<file path="src/rtl/irq_evt_pkg.sv">
package irq_evt_pkg;

  typedef enum logic [1:0] {
    ACC_RO  = 2'd0,
    ACC_RW  = 2'd1,
    ACC_W1C = 2'd2,
    ACC_WO  = 2'd3
  } acc_e;

  localparam int NUM_REGS  = 4;
  localparam int IDX_EVT   = 0;
  localparam int IDX_ENA   = 1;
  localparam int IDX_PEND  = 2;
  localparam int IDX_SWSET = 3;

  localparam int BIT_TXB = 0;
  localparam int BIT_TXF = 1;
  localparam int BIT_RXB = 2;
  localparam int BIT_RXF = 3;
  localparam int ERR_LSB = 4;

  localparam int NUM_LINES = 3;

  function automatic acc_e acc_of(int idx);
    case (idx)
      IDX_EVT:   return ACC_W1C;
      IDX_ENA:   return ACC_RW;
      IDX_PEND:  return ACC_RO;
      default:   return ACC_WO;
    endcase
  endfunction

endpackage

</file>
<file path="src/rtl/ierb_event_reg.sv">
module ierb_event_reg #(
  parameter int W = 8
) (
  input  logic         clk_i,
  input  logic         rst_ni,
  input  logic [W-1:0] clr_i,
  input  logic [W-1:0] set_i,
  output logic [W-1:0] evt_o
);

  // set after clear: a coincident event is never lost
  always_ff @(posedge clk_i or negedge rst_ni) begin
    if (!rst_ni) evt_o <= '0;
    else         evt_o <= (evt_o & ~clr_i) | set_i;
  end

  a_r4_set_wins: assert property (@(posedge clk_i) disable iff (!rst_ni)
    (set_i != '0) |=> ((evt_o & $past(set_i)) == $past(set_i)));

  a_r3_w1c_clears: assert property (@(posedge clk_i) disable iff (!rst_ni)
    ((clr_i & ~set_i) != '0) |=> ((evt_o & $past(clr_i & ~set_i)) == '0));

  a_r3_zero_keeps: assert property (@(posedge clk_i) disable iff (!rst_ni)
    rst_ni |=> ((evt_o & ~$past(clr_i | set_i)) == ($past(evt_o) & ~$past(clr_i | set_i))));

endmodule

</file>
<file path="src/rtl/ierb_irq_line.sv">
module ierb_irq_line #(
  parameter int W = 8
) (
  input  logic         clk_i,
  input  logic         rst_ni,
  input  logic [W-1:0] src_i,
  input  logic [W-1:0] en_i,
  output logic         irq_o
);

  always_ff @(posedge clk_i or negedge rst_ni) begin
    if (!rst_ni) irq_o <= 1'b0;
    else         irq_o <= |(src_i & en_i);
  end

  // covers R5, R6, R7 and R8 per instance
  a_r5_rise: assert property (@(posedge clk_i) disable iff (!rst_ni)
    (|(src_i & en_i)) |=> irq_o);

  a_r5_fall: assert property (@(posedge clk_i) disable iff (!rst_ni)
    !(|(src_i & en_i)) |=> !irq_o);

endmodule

</file>
<file path="src/rtl/ierb_read_mux.sv">
module ierb_read_mux
  import irq_evt_pkg::*;
#(
  parameter int ADDR_W = 6
) (
  input  logic                      clk_i,
  input  logic                      rst_ni,
  input  logic                      rd_en_i,
  input  logic [ADDR_W-1:0]         addr_i,
  input  logic [NUM_REGS-1:0][31:0] regs_i,
  output logic [31:0]               rdata_o
);

  logic [NUM_REGS-1:0][31:0] term;

  for (genvar g = 0; g < NUM_REGS; g++) begin : g_term
    if (acc_of(g) == ACC_WO) begin : g_wo
      assign term[g] = '0;
    end else begin : g_rd
      assign term[g] = (addr_i == ADDR_W'(g)) ? regs_i[g] : '0;
    end
  end

  always_comb begin
    rdata_o = '0;
    if (rd_en_i) begin
      for (int i = 0; i < NUM_REGS; i++) rdata_o = rdata_o | term[i];
    end
  end

  a_r2_wo_reads_zero: assert property (@(posedge clk_i) disable iff (!rst_ni)
    (rd_en_i && addr_i == ADDR_W'(IDX_SWSET)) |-> (rdata_o == '0));

  a_r11_oor_reads_zero: assert property (@(posedge clk_i) disable iff (!rst_ni)
    (rd_en_i && addr_i >= ADDR_W'(NUM_REGS)) |-> (rdata_o == '0));

endmodule

</file>
<file path="src/rtl/irq_evt_regbank.sv">
module irq_evt_regbank
  import irq_evt_pkg::*;
#(
  parameter int ADDR_W = 6,
  parameter int ERR_W  = 4
) (
  input  logic              clk_i,
  input  logic              rst_ni,
  input  logic              req_i,
  input  logic              we_i,
  input  logic [ADDR_W-1:0] addr_i,
  input  logic [31:0]       wdata_i,
  output logic [31:0]       rdata_o,
  input  logic [1:0]        tx_evt_set_i,
  input  logic [1:0]        rx_evt_set_i,
  input  logic [ERR_W-1:0]  err_evt_set_i,
  output logic              tx_irq_o,
  output logic              rx_irq_o,
  output logic              err_irq_o
);

  localparam int EVT_W = ERR_LSB + ERR_W;

  function automatic logic [EVT_W-1:0] line_mask(int line);
    logic [EVT_W-1:0] m;
    m = '0;
    case (line)
      0:       begin m[BIT_TXB] = 1'b1; m[BIT_TXF] = 1'b1; end
      1:       begin m[BIT_RXB] = 1'b1; m[BIT_RXF] = 1'b1; end
      default: for (int b = ERR_LSB; b < EVT_W; b++) m[b] = 1'b1;
    endcase
    return m;
  endfunction

  logic                      wr_en, rd_en;
  logic [EVT_W-1:0]          evt_q, ena_q, hw_set, sw_set, sw_clr;
  logic [NUM_REGS-1:0][31:0] regs_val;
  logic [NUM_LINES-1:0]      irq_vec;
  logic                      unused_wdata;

  assign wr_en = req_i & we_i;
  assign rd_en = req_i & ~we_i;
  assign unused_wdata = ^wdata_i[31:EVT_W];

  assign hw_set = {err_evt_set_i, rx_evt_set_i, tx_evt_set_i};
  assign sw_clr = (wr_en && addr_i == ADDR_W'(IDX_EVT))   ? wdata_i[EVT_W-1:0] : '0;
  assign sw_set = (wr_en && addr_i == ADDR_W'(IDX_SWSET)) ? wdata_i[EVT_W-1:0] : '0;

  ierb_event_reg #(.W(EVT_W)) u_evt (
    .clk_i (clk_i),
    .rst_ni(rst_ni),
    .clr_i (sw_clr),
    .set_i (hw_set | sw_set),
    .evt_o (evt_q)
  );

  always_ff @(posedge clk_i or negedge rst_ni) begin
    if (!rst_ni)                                    ena_q <= '0;
    else if (wr_en && addr_i == ADDR_W'(IDX_ENA))   ena_q <= wdata_i[EVT_W-1:0];
  end

  always_comb begin
    regs_val            = '0;
    regs_val[IDX_EVT]   = 32'(evt_q);
    regs_val[IDX_ENA]   = 32'(ena_q);
    regs_val[IDX_PEND]  = 32'(evt_q & ena_q);
  end

  ierb_read_mux #(.ADDR_W(ADDR_W)) u_rd (
    .clk_i  (clk_i),
    .rst_ni (rst_ni),
    .rd_en_i(rd_en),
    .addr_i (addr_i),
    .regs_i (regs_val),
    .rdata_o(rdata_o)
  );

  for (genvar g = 0; g < NUM_LINES; g++) begin : g_line
    ierb_irq_line #(.W(EVT_W)) u_line (
      .clk_i (clk_i),
      .rst_ni(rst_ni),
      .src_i (evt_q & line_mask(g)),
      .en_i  (ena_q),
      .irq_o (irq_vec[g])
    );
  end

  assign tx_irq_o  = irq_vec[0];
  assign rx_irq_o  = irq_vec[1];
  assign err_irq_o = irq_vec[2];

  a_r11_oor_write_ignored: assert property (@(posedge clk_i) disable iff (!rst_ni)
    (wr_en && addr_i >= ADDR_W'(NUM_REGS) && hw_set == '0) |=> $stable(evt_q) && $stable(ena_q));

  a_r9_ro_write_ignored: assert property (@(posedge clk_i) disable iff (!rst_ni)
    (wr_en && addr_i == ADDR_W'(IDX_PEND)) |=> $stable(ena_q));

endmodule

</file>
<file path="config.mk">
export PLATFORM = sky130hd
export DESIGN_NAME = irq_evt_regbank
export DESIGN_NICKNAME = d
export VERILOG_FILES = /design/src/rtl/irq_evt_pkg.sv /design/src/rtl/ierb_event_reg.sv /design/src/rtl/ierb_irq_line.sv /design/src/rtl/ierb_read_mux.sv /design/src/rtl/irq_evt_regbank.sv
export SDC_FILE = /design/constraint.sdc
export NUM_CORES = 1
export LEC_CHECK = 0
export BUFFER_PORTS_ARGS = -buffer_cell sky130_fd_sc_hd__buf_2
export CAP_MARGIN = 20
export CORE_MARGIN = 2
export CORE_UTILIZATION = 42
export CTS_BUF_LIST = sky130_fd_sc_hd__clkbuf_2 sky130_fd_sc_hd__clkbuf_4 sky130_fd_sc_hd__clkbuf_8
export DETAILED_ROUTE_END_ITERATION = 8
export PLACE_DENSITY_LB_ADDON = 0.3
export SKIP_CTS_REPAIR_TIMING = 1
export SLEW_MARGIN = 30
export SYNTH_ARGS = -nofsm -noshare
export SYNTH_HDL_FRONTEND = slang
export SYNTH_SLANG_ARGS = --single-unit
</file>
<file path="constraint.sdc">
create_clock -name clk_i -period 2.3 [get_ports clk_i]
set_clock_uncertainty 0.2 [all_clocks]
set_input_delay 0.69 -clock clk_i [delete_from_list [all_inputs] [get_ports clk_i]]
set_output_delay 0.69 -clock clk_i [all_outputs]
set_load 0.005 [all_outputs]
</file>
# Yosys cells after proc, flatten, opt, wreduce, memory -nomap -nowiden
# Cells that the tools add are included.
[totals]
wordCells = 34
output_inout_bits = 35
regBits = 19
[op_classes]
muxes = 6
reduce_logical = 7
bitwise = 13
n_eq_ne = 3
[op_table]
columns = ["cell", "count"]
rows = [
  ["OR 32 bit", 2],
  ["2-to-1 mux 8 bit", 5],
  ["2-to-1 mux 32 bit", 1],
  ["AND 8 bit", 3],
  ["OR reduction 8 bit", 3],
  ["OR 8 bit", 2],
  ["equality test 6 x 2 -> 1 bit, second input constant", 2],
  ["AND 2 x 8 -> 8 bit", 1],
  ["AND 4 x 8 -> 8 bit", 1],
  ["NOT 8 bit", 1],
  ["equality test 6 x 1 -> 1 bit, second input constant", 1],
  ["zero test 6 bit", 1],
  ["logical AND 1 bit", 3],
  ["AND 1 bit", 2],
  ["NOT 1 bit", 1],
]

# Logic depth before layout (Yosys ltp)
[logic_depth]
word_depth = 6
mapped_depth = 5

# By module
# A second synthesis with hierarchy kept.
[unflattened]
cells_unflattened = 238
area_unflattened_um2 = 2088.3
[by_module_without_submodules]
columns = ["module", "cells_each", "instances", "area_per_inst_um2"]
rows = [
  ["ierb_read_mux", 146, 1, 1043.5],
  ["irq_evt_regbank", 50, 1, 570.5],
  ["ierb_event_reg", 24, 1, 290.3],
  ["ierb_irq_line", 6, 3, 61.3],
]

# Worst setup path before layout
# No wires, ideal clock.
[synth_timing]
kind = "input to output"
from = "input addr_i[3]"
to = "output rdata_o[6]"
n_path_buf = 0
path_slack_ps = 25
arrival_ps = 1385
path_stages = 3
cell_sequence = "nor2_1 > nand4b_1 > a21oi_1"
[synth_via]
elab_chain_len = 5
elab_cells_between_ends = 9
cone_classes = "2 x eq/ne; 4 x mux; 2 x bitwise; 1 x reduce/logical"
[synth_rtl]
columns = ["item", "line", "source"]
rows = [
  ["from (decl)", "irq_evt_regbank.sv:11", "input logic [ADDR_W-1:0] addr_i,"],
  ["equality test 6 x 1 -> 1 bit or zero test 6 bit (tied branches)", "ierb_read_mux.sv:20", "assign term[g] = (addr_i == ADDR_W'(g)) ? regs_i[g] : '0;"],
  ["2-to-1 mux 8 bit", "ierb_read_mux.sv:20", ""],
  ["OR 32 bit", "ierb_read_mux.sv:27", "for (int i = 0; i < NUM_REGS; i++) rdata_o = rdata_o | term[i];"],
  ["OR 32 bit *", "ierb_read_mux.sv:27", ""],
  ["2-to-1 mux 32 bit *", "ierb_read_mux.sv:26", "if (rd_en_i) begin"],
  ["to (decl)", "irq_evt_regbank.sv:13", "output logic [31:0] rdata_o,"],
]
# Every way passes the cells marked *; elsewhere a longest branch is shown, timed or not.

# Final worst setup path
[layout_timing]
from = "input addr_i[5]"
to = "output rdata_o[6]"
# The elaborated chain is that of the path after synthesis.

==> results.cfg <==
[outcome]
outcome = finished with violations
violations = negative setup slack

[placement]
io_buffers = 36
finalWeightedCongestion = 0.7685
dpl.hpwl_microns = 2086

[clock_tree]
cts.sinks = 19
cts_root_buf = clkbuf_4
cts_buffers = 3
h-tree-depth = 1
clkTransAtPathRegs_ns = 0.11
clk_latency_ns = 0.29
clk_path_buf_depth = 2
cts_tree = built

[worst_setup_path]
startpoint_type = input port
cp.required_ns = 1.41
crit_arrival_ns = 1.41
critPathMostFrequentCell = buf_2
cp_max_fo = 8
cp_cell_sequence = buf_2 > nor2_2 > nand4b_1 > buf_6 > a21oi_2 > buf_2
ff2ff_path_depth = 1
r2r_slack_ns = 1.22
critPathKind = input port to primary output
path_depth = 6
crit_family = buffers and inverters
worstSetupEndpointType = primary output
cpPeakStageDelay_ns = 0.17
path_buf_inv = 3
slowest_stage = buf_6

[sta]
fmax_mhz = 434.4
setup_slack_ns = -0.002110
setup_viol = 3
rsz0062_at_grt = yes
hold_viol = 0
post-route-min-period_ns = 2.302
maxSlewViolCount = 0
final.period_utilization_pct = 100.1

[synthesis]
yosysUniqueCellTypes = 23
synthTopCellsByArea = dfrtp_1, buf_4, mux2_2, a221o_1, a32oi_1
netlist.area_leader.share_pct = 40.47
synth_top_area_cell = dfrtp_1
postSynthCellCount = 111
ys_warn_count = 0
yosysSeqAreaShare_pct = 40.47
synth_area_per_cell_sq_um = 10.58
ys_ff_latch = 19
synth.cell_area_sq_um = 1175

[grt]
grt_pass1_wl_microns = 4526
antenna_found_initial = 0
globalRouteTotalUtil_pct = 17.96
grt_pass1_vias = 995
grt_max_degree = 20
grt_overflow = 0

[route]
drt_iter0_markers = 27
num_vias = 1007
drtAntennaViolNets = 0
drt_wl_total_microns = 2875
routedWlPerCell_microns = 14.82
route.detailed.drc = 0
avgViaCountPerCell = 5.191
drt_first_pass_iters = 5

[floorplan]
core_area_sq_um = 2710
initial_core_util_pct = 43.35
die_y_microns = 56.89
dieArea_sq_um = 3236
dieWidth_microns = 56.89
io_pins = 85
num_rows = 19

[cells_and_area]
n_antenna_cell = 0
layout_common_cells = buf_2, conb_1, dfrtp_1
area_growth_syn_to_layout_pct = 32.37
drive_above_1_share_pct = 52.15
layout_commonest_cell = buf_2
final_core_util_pct = 57.39
fin_nets = 214

[pwr]
power_density_nw_per_um2 = 442.9
power.total_w = 0.0006888
peakVddDrop_v = 0.0002748
leakage_nw = 0.7342

[worst_hold_path]
hp-class = input port to async pin

[flow_run]
max_cap_viol_count = 0
## flip-flops by register name, summed over array words and instances, names as in the netlist
register and cells:
ena_q 8, u_evt.evt_o 8, g_line.u_line.irq_o 3
## where the power goes
group / internal [W] / switching [W] / total [W]
clock network: 0.0000647 / 0.000105 / 0.000170
logic: 0.0000785 / 0.0000715 / 0.000150
registers: 0.000355 / 0.0000140 / 0.000369
total: 0.000498 / 0.000191 / 0.000689
## final timing paths
path | to | start
worst max-delay path | rdata_o[6] | addr_i[5]
worst min-delay path | u_evt.evt_o[6]$_DFF_PN0_ | rst_ni
worst max register to register | u_evt.evt_o[5]$_DFF_PN0_ | u_evt.evt_o[5]$_DFF_PN0_
worst min register to register | g_line[1].u_line.irq_o$_DFF_PN0_ | ena_q[2]$_DFFE_PN0P_
max in group asynchronous | ena_q[3]$_DFFE_PN0P_ | rst_ni
min in group clk_i | g_line[1].u_line.irq_o$_DFF_PN0_ | ena_q[2]$_DFFE_PN0P_
## kinds of logic after synthesis
group / synth area share [%]
compound gates: 15.65
simple gates: 17.57
other cells: 0.3192
flops: 40.47
buf+inv: 18.32
mux: 7.668
## cell type report
cell class,instances,area (sq um)
Clock inverter,1,5.005
Sequential cell,19,475.5
Inverter,1,7.507
Fill cell,258,1155
Multi-Input combinational cell,86,658.1
Tap cell,31,38.79
Clock buffer,3,22.52
Timing Repair Buffer,53,347.8
## cells in the mapped netlist, drive strengths merged
| master | count |
|---|---|
| a21oi | 1 |
| a221o | 8 |
| a22o | 2 |
| a22oi | 2 |
| a32oi | 7 |
| and4 | 1 |
| buf | 28 |
| conb | 1 |
| dfrtp | 19 |
| inv | 1 |
| mux2 | 8 |
| nand2 | 1 |
| nand2b | 8 |
| nand3 | 9 |
| nand4b | 1 |
| nor2 | 9 |
| nor2b | 2 |
| nor4 | 1 |
| nor4bb | 1 |
| o21ai | 1 |
## layer usage
layer	vias up	share of wire (%)	GRT usage, %	wire, microns
met3	4	6.5	2.304	187
met1	500	40	21.51	1151
met5	-	0	0	0
met2	37	52	31.86	1492
met4	0	1.5	7.641	44
li1	466	-	-	-
## metrics by stage
step	worst slack [ns]	hold slack (ns)	cell area (sq um)	setup TNS, ns	std cells
after global placement	-0.1044	0.3115	1388	-0.5998	188
final	-0.002110	0.1147	1555	-0.003076	194
after floorplan	0.02508	0.1944	1261	0	134
after detailed placement	-0.07386	0.3226	1388	-0.4757	188
after global routing	-0.05925	0.1428	1555	-0.3767	194
after CTS	-0.08767	0.1267	1415	-0.5461	192
(Power assumes the default switching activity.)
